[src/rtl/adc_cap_pkg.sv]
package adc_cap_pkg;
    typedef enum logic [1:0] {
        ST_IDLE  = 2'd0,
        ST_CONV  = 2'd1,
        ST_SHIFT = 2'd2,
        ST_DONE  = 2'd3
    } seq_state_e;
endpackage

[src/rtl/adc_sck_tick.sv]
module adc_sck_tick #(
    parameter int DIV_W = 8
) (
    input  logic             clk,
    input  logic             rst_n,
    input  logic             run_i,
    input  logic [DIV_W-1:0] div_i,
    output logic             tick_o
);
    logic [DIV_W-1:0] cnt_d, cnt_q;

    always_comb begin
        tick_o = run_i && (cnt_q == div_i);
        if (!run_i || tick_o) cnt_d = '0;
        else                  cnt_d = cnt_q + 1'b1;
    end

    always_ff @(posedge clk) begin
        if (!rst_n) cnt_q <= '0;
        else        cnt_q <= cnt_d;
    end

    // the half-period counter never passes the programmed limit
    p_cnt_bound_r4: assert property (@(posedge clk) disable iff (!rst_n)
        run_i |-> (cnt_q <= div_i));

    // ticks are spaced by div_i+1 cycles, never back to back unless div_i is zero
    p_tick_spacing_r4: assert property (@(posedge clk) disable iff (!rst_n)
        (tick_o && div_i != '0 && $stable(div_i)) |=> !tick_o);
endmodule

[src/rtl/adc_slot_decode.sv]
module adc_slot_decode #(
    parameter int DATA_W  = 14,
    parameter int GAP_CYC = 2,
    parameter int BIT_W   = 6
) (
    input  logic [BIT_W-1:0] bit_idx_i,
    output logic [1:0]       en_o
);
    localparam logic [BIT_W-1:0] C0_LO = BIT_W'(GAP_CYC);
    localparam logic [BIT_W-1:0] C0_HI = BIT_W'(GAP_CYC + DATA_W - 1);
    localparam logic [BIT_W-1:0] C1_LO = BIT_W'(2 * GAP_CYC + DATA_W);
    localparam logic [BIT_W-1:0] C1_HI = BIT_W'(2 * GAP_CYC + 2 * DATA_W - 1);

    always_comb begin
        en_o[0] = (bit_idx_i >= C0_LO) && (bit_idx_i <= C0_HI);
        en_o[1] = (bit_idx_i >= C1_LO) && (bit_idx_i <= C1_HI);
    end
endmodule

[src/rtl/adc_word_shift.sv]
module adc_word_shift #(
    parameter int DATA_W = 14
) (
    input  logic              clk,
    input  logic              rst_n,
    input  logic              shift_i,
    input  logic              bit_i,
    output logic [DATA_W-1:0] word_o
);
    logic [DATA_W-1:0] word_d, word_q;

    always_comb begin
        word_d = word_q;
        if (shift_i) word_d = {word_q[DATA_W-2:0], bit_i};
        word_o = word_q;
    end

    always_ff @(posedge clk) begin
        if (!rst_n) word_q <= '0;
        else        word_q <= word_d;
    end
endmodule

[src/rtl/adc_pair_capture.sv]
module adc_pair_capture
    import adc_cap_pkg::*;
#(
    parameter int DATA_W  = 14,
    parameter int GAP_CYC = 2,
    parameter int DIV_W   = 8
) (
    input  logic              clk,
    input  logic              rst_n,
    input  logic              start_i,
    input  logic              free_run_i,
    input  logic [DIV_W-1:0]  div_i,
    input  logic              miso_i,
    output logic              conv_o,
    output logic              sck_o,
    output logic [DATA_W-1:0] ch0_o,
    output logic [DATA_W-1:0] ch1_o,
    output logic              valid_o
);
    localparam int N_CH  = 2;
    localparam int FRAME = 3 * GAP_CYC + 2 * DATA_W;
    localparam int BIT_W = $clog2(FRAME);
    localparam logic [BIT_W-1:0] LAST_BIT = BIT_W'(FRAME - 1);

    typedef struct packed {
        seq_state_e        st;
        logic              phase;
        logic              sck;
        logic [BIT_W-1:0]  bit_idx;
        logic              pend;
        logic              primed;
        logic              valid;
        logic [DATA_W-1:0] ch0;
        logic [DATA_W-1:0] ch1;
    } seq_t;

    seq_t              seq_d, seq_q;
    logic              run, tick, sample;
    logic [N_CH-1:0]   slot_en;
    logic [DATA_W-1:0] word [N_CH];

    assign run    = (seq_q.st == ST_CONV) || (seq_q.st == ST_SHIFT);
    assign sample = tick && (seq_q.st == ST_SHIFT) && !seq_q.sck;

    adc_sck_tick #(.DIV_W(DIV_W)) u_tick (
        .clk    (clk),
        .rst_n  (rst_n),
        .run_i  (run),
        .div_i  (div_i),
        .tick_o (tick)
    );

    adc_slot_decode #(.DATA_W(DATA_W), .GAP_CYC(GAP_CYC), .BIT_W(BIT_W)) u_dec (
        .bit_idx_i (seq_q.bit_idx),
        .en_o      (slot_en)
    );

    for (genvar c = 0; c < N_CH; c++) begin : g_ch
        adc_word_shift #(.DATA_W(DATA_W)) u_shift (
            .clk     (clk),
            .rst_n   (rst_n),
            .shift_i (sample && slot_en[c]),
            .bit_i   (miso_i),
            .word_o  (word[c])
        );
    end

    always_comb begin
        seq_d       = seq_q;
        seq_d.valid = 1'b0;
        if (start_i && seq_q.st != ST_IDLE) seq_d.pend = 1'b1;
        case (seq_q.st)
            ST_IDLE: begin
                if (start_i || seq_q.pend || free_run_i) begin
                    seq_d.st    = ST_CONV;
                    seq_d.phase = 1'b0;
                    seq_d.pend  = 1'b0;
                end
            end
            ST_CONV: begin
                if (tick) begin
                    if (seq_q.phase) begin
                        seq_d.st      = ST_SHIFT;
                        seq_d.bit_idx = '0;
                        seq_d.sck     = 1'b0;
                    end else begin
                        seq_d.phase = 1'b1;
                    end
                end
            end
            ST_SHIFT: begin
                if (tick) begin
                    if (!seq_q.sck) begin
                        seq_d.sck = 1'b1;
                    end else begin
                        seq_d.sck = 1'b0;
                        if (seq_q.bit_idx == LAST_BIT) seq_d.st = ST_DONE;
                        else seq_d.bit_idx = seq_q.bit_idx + 1'b1;
                    end
                end
            end
            default: begin
                seq_d.valid  = seq_q.primed;
                if (seq_q.primed) begin
                    seq_d.ch0 = word[0];
                    seq_d.ch1 = word[1];
                end
                seq_d.primed = 1'b1;
                seq_d.st     = ST_IDLE;
            end
        endcase
    end

    always_ff @(posedge clk) begin
        if (!rst_n) seq_q <= '0;
        else        seq_q <= seq_d;
    end

    assign conv_o  = (seq_q.st == ST_CONV);
    assign sck_o   = seq_q.sck;
    assign ch0_o   = seq_q.ch0;
    assign ch1_o   = seq_q.ch1;
    assign valid_o = seq_q.valid;

    // no serial clock activity while the strobe is high
    p_conv_no_sck_r2: assert property (@(posedge clk) disable iff (!rst_n)
        conv_o |-> !sck_o);

    // the bit index stays inside the 34-cycle frame
    p_bit_bound_r3: assert property (@(posedge clk) disable iff (!rst_n)
        seq_q.bit_idx <= LAST_BIT);

    // idle means both serial outputs are quiet
    p_idle_quiet_r4: assert property (@(posedge clk) disable iff (!rst_n)
        (seq_q.st == ST_IDLE) |-> (!sck_o && !conv_o));

    // the two channel slots never overlap
    p_slot_excl_r5: assert property (@(posedge clk) disable iff (!rst_n)
        !(slot_en[0] && slot_en[1]));

    // valid lasts a single cycle
    p_valid_single_r6: assert property (@(posedge clk) disable iff (!rst_n)
        valid_o |=> !valid_o);

    // results move only together with valid
    p_out_hold_r6: assert property (@(posedge clk) disable iff (!rst_n)
        !valid_o |-> ($stable(ch0_o) && $stable(ch1_o)));

    // a valid pulse needs an earlier completed frame
    p_first_drop_r7: assert property (@(posedge clk) disable iff (!rst_n)
        valid_o |-> $past(seq_q.primed));
endmodule

[config.mk]
export PLATFORM = sky130hd
export DESIGN_NAME = adc_pair_capture
export DESIGN_NICKNAME = d
export VERILOG_FILES = /design/src/rtl/adc_cap_pkg.sv /design/src/rtl/adc_sck_tick.sv /design/src/rtl/adc_slot_decode.sv /design/src/rtl/adc_word_shift.sv /design/src/rtl/adc_pair_capture.sv
export SDC_FILE = /design/constraint.sdc
export NUM_CORES = 1
export LEC_CHECK = 0
export BUFFER_PORTS_ARGS = -buffer_cell sky130_fd_sc_hd__buf_2
export CAP_MARGIN = 40
export CORE_MARGIN = 8
export CORE_UTILIZATION = 50
export CTS_BUF_LIST = sky130_fd_sc_hd__clkbuf_4
export DETAILED_ROUTE_END_ITERATION = 12
export GPL_TIMING_DRIVEN = 1
export PLACE_DENSITY = 0.7
export SLEW_MARGIN = 20
export SYNTH_ARGS = -nofsm -noshare
export SYNTH_HDL_FRONTEND = slang
export SYNTH_SLANG_ARGS = --single-unit
export TNS_END_PERCENT = 30
[constraint.sdc]
create_clock -name clk -period 3.5 [get_ports clk]
set_clock_uncertainty 0.15 [all_clocks]
set_input_delay 0.7 -clock clk [delete_from_list [all_inputs] [get_ports clk]]
set_output_delay 0.7 -clock clk [all_outputs]
set_load 0.01 [all_outputs]
==> results of run 1 <==
[path summary, 6_finish.rpt]
check / startpoint / end / slack (ps) / depth (start not counted)
max reg2reg: seq_q[39] / g_ch[1].u_shift.word_o[8] / 990 / 7
max: seq_q[39] / g_ch[1].u_shift.word_o[8] / 990 / 7
min reg2reg: ch0_o[12] / ch0_o[12] / 310 / 2
min: ch0_o[12] / ch0_o[12] / 310 / 2
[area by class of cell]
class / count / area share (%)
flip-flops and latches: 77 / 43.4
multi-input cells: 253 / 42.9
repair buffers: 46 / 7.12
well taps: 80 / 2.82
clock buffers: 10 / 2.11
clock inverters: 5 / 0.810
inverters: 7 / 0.740
diodes: 1 / 0.0704
[critical path, cell delays in order (launching register included)]
cell and delay [ps]:
dfxtp_1 410, inv_1 80, ha_1 410, nand2_1 80, nor3_1 300, nand4_2 540
mux2i_1 350, nor2_1 60
[state kept, by name, summed over array words and instances (netlist names)]
signal	count
ch0_o	14
ch1_o	14
g_ch.u_shift.word_o	28
sck_o	1
seq_q	11
u_tick.cnt_q	8
valid_o	1
[power breakdown]
part           internal [mW]  switching [mW]
clock                  0.146           0.294
combinational         0.0960           0.189
sequential             0.898          0.0246
total                   1.14           0.508
[cell families after synthesis]
group                      count (synthesis)  share of synthesized area [%]
AOI/OAI and AO/OA                         55                           10.2
xor gates and xnor gates                  14                           3.63
adders and majority gates                  8                           2.96
buffers and inverters                     54                           9.19
DFF                                       77                           45.6
muxes                                     28                           8.30
and+or+nand+nor                          148                           20.1
[synthesized netlist by cell type (3+ instances only)]
library cell  instances
a21oi_1              32
a32o_1                3
and2_1                3
and3_1                4
buf_4                28
clkbuf_1             17
dfxtp_1              77
ha_1                  8
inv_1                 7
mux2i_1              28
nand2_1              64
nand3_1              12
nor2_1               43
nor3_1                9
o211ai_1              3
o21ai_0               3
xor2_1               13
[routing by layer]
metal	GRT usage, %	vias up	wire, um
met1	15.5	1137	2980
li1	-	1292	-
met2	22.7	38	2840
met4	6.61	0	112
met3	5.19	7	240
met5	0	-	0
[metrics by stage]
step           setup WS (ps)  cell area (um2)  power (mW)  hold WS [ps]
3_5_place_dp             770             3450        1.22           295
5_1_grt                  752             3550        1.73           328
4_1_cts                 1000             3550        1.66           310
2_1_floorplan           1220             3380        1.15           282
3_3_place_gp             853             3420        1.22           291
6_report                 990             3550        1.65           307
==> results.cfg, run 1 <==
[sta]
setup_tns_ps = 0
max_freq_mhz = 398
worst_slew_pin_slew_ps = 771
relSlewSlack_pct = 48.5
rsz0062_at_grt = no
setup_viol_count_final = 0
hold_viol_final = 0
slew_viol_final = 0
finalCritPeriodShare_pct = 71.7
fin_crit_ps = 2510

[synthesis]
synth_edf_count = 0
ys_seq_elements = 77
synth_largest_area_cell = dfxtp_1
ys_warn_count = 0
ys.flop_type = dfxtp_1
syn-cell-area_um2 = 3380
synthTopCellsByArea = dfxtp_1 46%, mux2i_1 8.3%, nand2_1 7.1%
netlist_instances = 384
synth_nets = 405
seq_area_frac_synth_pct = 45.6
synth_cell_types = 39
avgSynthCellArea_um2 = 8.79
async_flop_share_pct = 0
yosysTopAreaCellShare_pct = 45.6

[placement]
gp_congestion = 0.779
post-dp-hpwl_mm = 4.34
portBuffers = 43
dp_cells = 463

[final_layout]
drive_above_1_share_pct = 16.6
mostFrequentLayoutCells = 77 x dfxtp_1, 64 x nand2_1, 43 x nor2_1, 43 x buf_2, 32 x a21oi_1
final_core_util_pct = 53.2
multi_input_area_um2 = 1530
nets = 415
seq_area_um2 = 1540
final_common_cell = dfxtp_1
fin_cells = 479
fillers = 651
area_delta_synth_final_pct = 5.19

[route]
ant_nets = 0
drc = 0
wirelength_mm = 6.17
drt_iter0_markers = 128
via_count = 2474
viasPerCell = 5.16
wire_per_inst_um = 12.9
dr.pass1.iters = 4

[global_route]
antenna_found_initial = 1
overflow = 0
track_usage_pct = 13.8
grt_pass1_wl_mm = 10.9
first_global_vias = 2424
grt_max_degree = 48

[setup_path]
worst_ep_arrival_time_ps = 2650
critPathCaptureType = flop
path_class = reg -> reg
worstPathRequired_ps = 3640
critPathMaxFanout = 14
crit_path_start_kind = flop

[die]
dieArea_um2 = 9640
ios = 44
die_w_um = 98.2
die_h_um = 98.2
initial_utilization_pct = 50.5
coreArea_um2 = 6680
rows = 30

[cts]
clk_pin_slew_worst_paths_ps = 120
clock_sinks = 77
post-cts-setup-buffer-count = 0
postCtsHoldBufs = 0
cts_tree = done
htree_levels = 3
cts-resized-gates = 0
clock_path_buffers = 2
root_buffer = clkbuf_4
cts_buffers = 9
insertion_delay_ps = 420

[run_status]
status = complete, no violations

[hold_path]
min_path_type = reg -> reg

[flow_run]
cap_viol_max_count = 0

[pwr]
peakVddDrop_mv = 0.251
powerDensity_nw_per_um2 = 464
p_leak_nw = 1.59
(Power assumes the default switching activity.)
==> run 2: changes to the inputs <==
==> constraint.sdc (replaced) <==
create_clock -name clk -period 2.6 [get_ports clk]
set_clock_uncertainty 0.15 [all_clocks]
set_input_delay 0.52 -clock clk [delete_from_list [all_inputs] [get_ports clk]]
set_output_delay 0.52 -clock clk [all_outputs]
set_load 0.01 [all_outputs]
==> results.cfg, run 2 (synthesis gave the netlist of run 1 again) <==
[run_status]
status = complete, no violations

[pwr]
p_leak_nw = 1.61
pwr-share-clk_pct = 26.8
internal_power_mw = 1.56
p_comb_share_pct = 17.5
power_switching_mw = 0.670
swShare_pct = 30.1
power.total_mw = 2.23
seq_power_share_pct = 55.7
peakVddDrop_mv = 0.307
powerDensity_nw_per_um2 = 623

[die]
dieArea_um2 = 9640
rows = 30
ios = 44
die_w_um = 98.2
coreArea_um2 = 6680
initial_utilization_pct = 50.5
die_h_um = 98.2

[sta]
setup_tns_ps = 0
setup_viol_count_final = 0
rsz0062_at_grt = no
hold_viol_final = 0
slew_viol_final = 0
worst_slew_pin_slew_ps = 635
fin_crit_ps = 2170
max_freq_mhz = 460
relSlewSlack_pct = 57.6
finalCritPeriodShare_pct = 83.5

[final_layout]
mostFrequentLayoutCells = 77 x dfxtp_1, 64 x nand2_1, 43 x nor2_1, 43 x buf_2, 32 x a21oi_1
area_delta_synth_final_pct = 5.89
final_core_util_pct = 53.5
fillers = 657
final_common_cell = dfxtp_1
drive_above_1_share_pct = 17.5
nets = 418
largest_register_ffs = 28

[setup_path]
rrSetupSlack_ps = 430
path_buf_inv = 2
critPathMaxFanout = 14
cp_top_family = simple AND/OR/NAND/NOR gates
slowest_stage = ha_1
worstPathRequired_ps = 2720
critPathCaptureType = flop
path_class = reg -> reg
crit_path_start_kind = flop
path_cells = inv_1, ha_1, nand2_1, nor3_1, nand4_2, buf_4, mux2i_1, nor2_1
worst_ep_arrival_time_ps = 2290
cpPeakStageDelay_ps = 400

[cts]
clk_pin_slew_worst_paths_ps = 110
insertion_delay_ps = 410
postCtsHoldBufs = 0
cts-resized-gates = 0
cts_buffers = 9
htree_levels = 3
cts_tree = done
clock_path_buffers = 2
post-cts-setup-buffer-count = 0
clock_sinks = 77
root_buffer = clkbuf_4

[global_route]
grtUsageMet3_pct = 3.98
first_global_vias = 2349
grtUsageMet1_pct = 15.3
grt-busiest-layer = met2
overflow = 0
grt_use_met2_pct = 21.9
grt_max_degree = 37
grt_pass1_wl_mm = 10.6
track_usage_pct = 13.3
antenna_found_initial = 1

[flow_run]
cap_viol_max_count = 0

[placement]
portBuffers = 43
post-dp-hpwl_mm = 4.21
gp_congestion = 0.847

[route]
dr.pass1.iters = 6
wire_per_inst_um = 12.8
via_count = 2477
ant_nets = 0
drc = 0
drt_iter0_markers = 134
wirelength_mm = 6.15
viasPerCell = 5.14

[hold_path]
min_path_type = in -> reg
run 2: stage by stage:
step	setup slack [ps]	hold slack, ps	area, um2	instances
after global routing	185	213	3580	482
after detailed placement	240	294	3470	466
after floorplan	505	282	3380	384
after global placement	304	291	3470	466
after CTS	434	199	3570	481
final	428	224	3580	482
run 2: path summary, 6_finish.rpt:
kind / cells past startpoint / end / startpoint
max: 8 / g_ch[1].u_shift.word_o[4] / seq_q[39]
min: 3 / g_ch[1].u_shift.word_o[0] / miso_i
max reg2reg: 8 / g_ch[1].u_shift.word_o[4] / seq_q[39]
min reg2reg: 2 / ch0_o[11] / ch0_o[11]
run 2: routing by layer:
layer,vias up,wire [um]
li1,1293,-
met1,1131,2860
met2,45,2930
met3,8,258
met4,0,102
met5,-,0
run 2: cell type report:
class / count / area [um2] / area share, %
diodes: 1 / 2.50 / 0.0700
clock buffers: 11 / 82.6 / 2.31
clock inverters: 4 / 25.0 / 0.700
inverters: 7 / 26.3 / 0.735
multi-input cells: 253 / 1530 / 42.7
flip-flops and latches: 77 / 1540 / 43.1
well taps: 80 / 100 / 2.80
repair buffers: 49 / 273 / 7.63
run 2: power by group through the flow:
stage	Clock [mW]	Sequential (mW)	Combinational (mW)
2_1_floorplan	0	1.26	0.288
4_1_cts	0.623	1.24	0.387
3_5_place_dp	0	1.27	0.385
3_3_place_gp	0	1.27	0.378
6_report	0.596	1.24	0.389
5_1_grt	0.670	1.25	0.434
run 2: worst register-to-register path, delay by kind of cell (launching register included):
family                   cells  cell delay, ps
adder cells (fa/ha/maj)      1             400
buffers and inverters        2             330
flip-flops                   1             390
multiplexers                 1             180
AND/OR/NAND/NOR              4             590
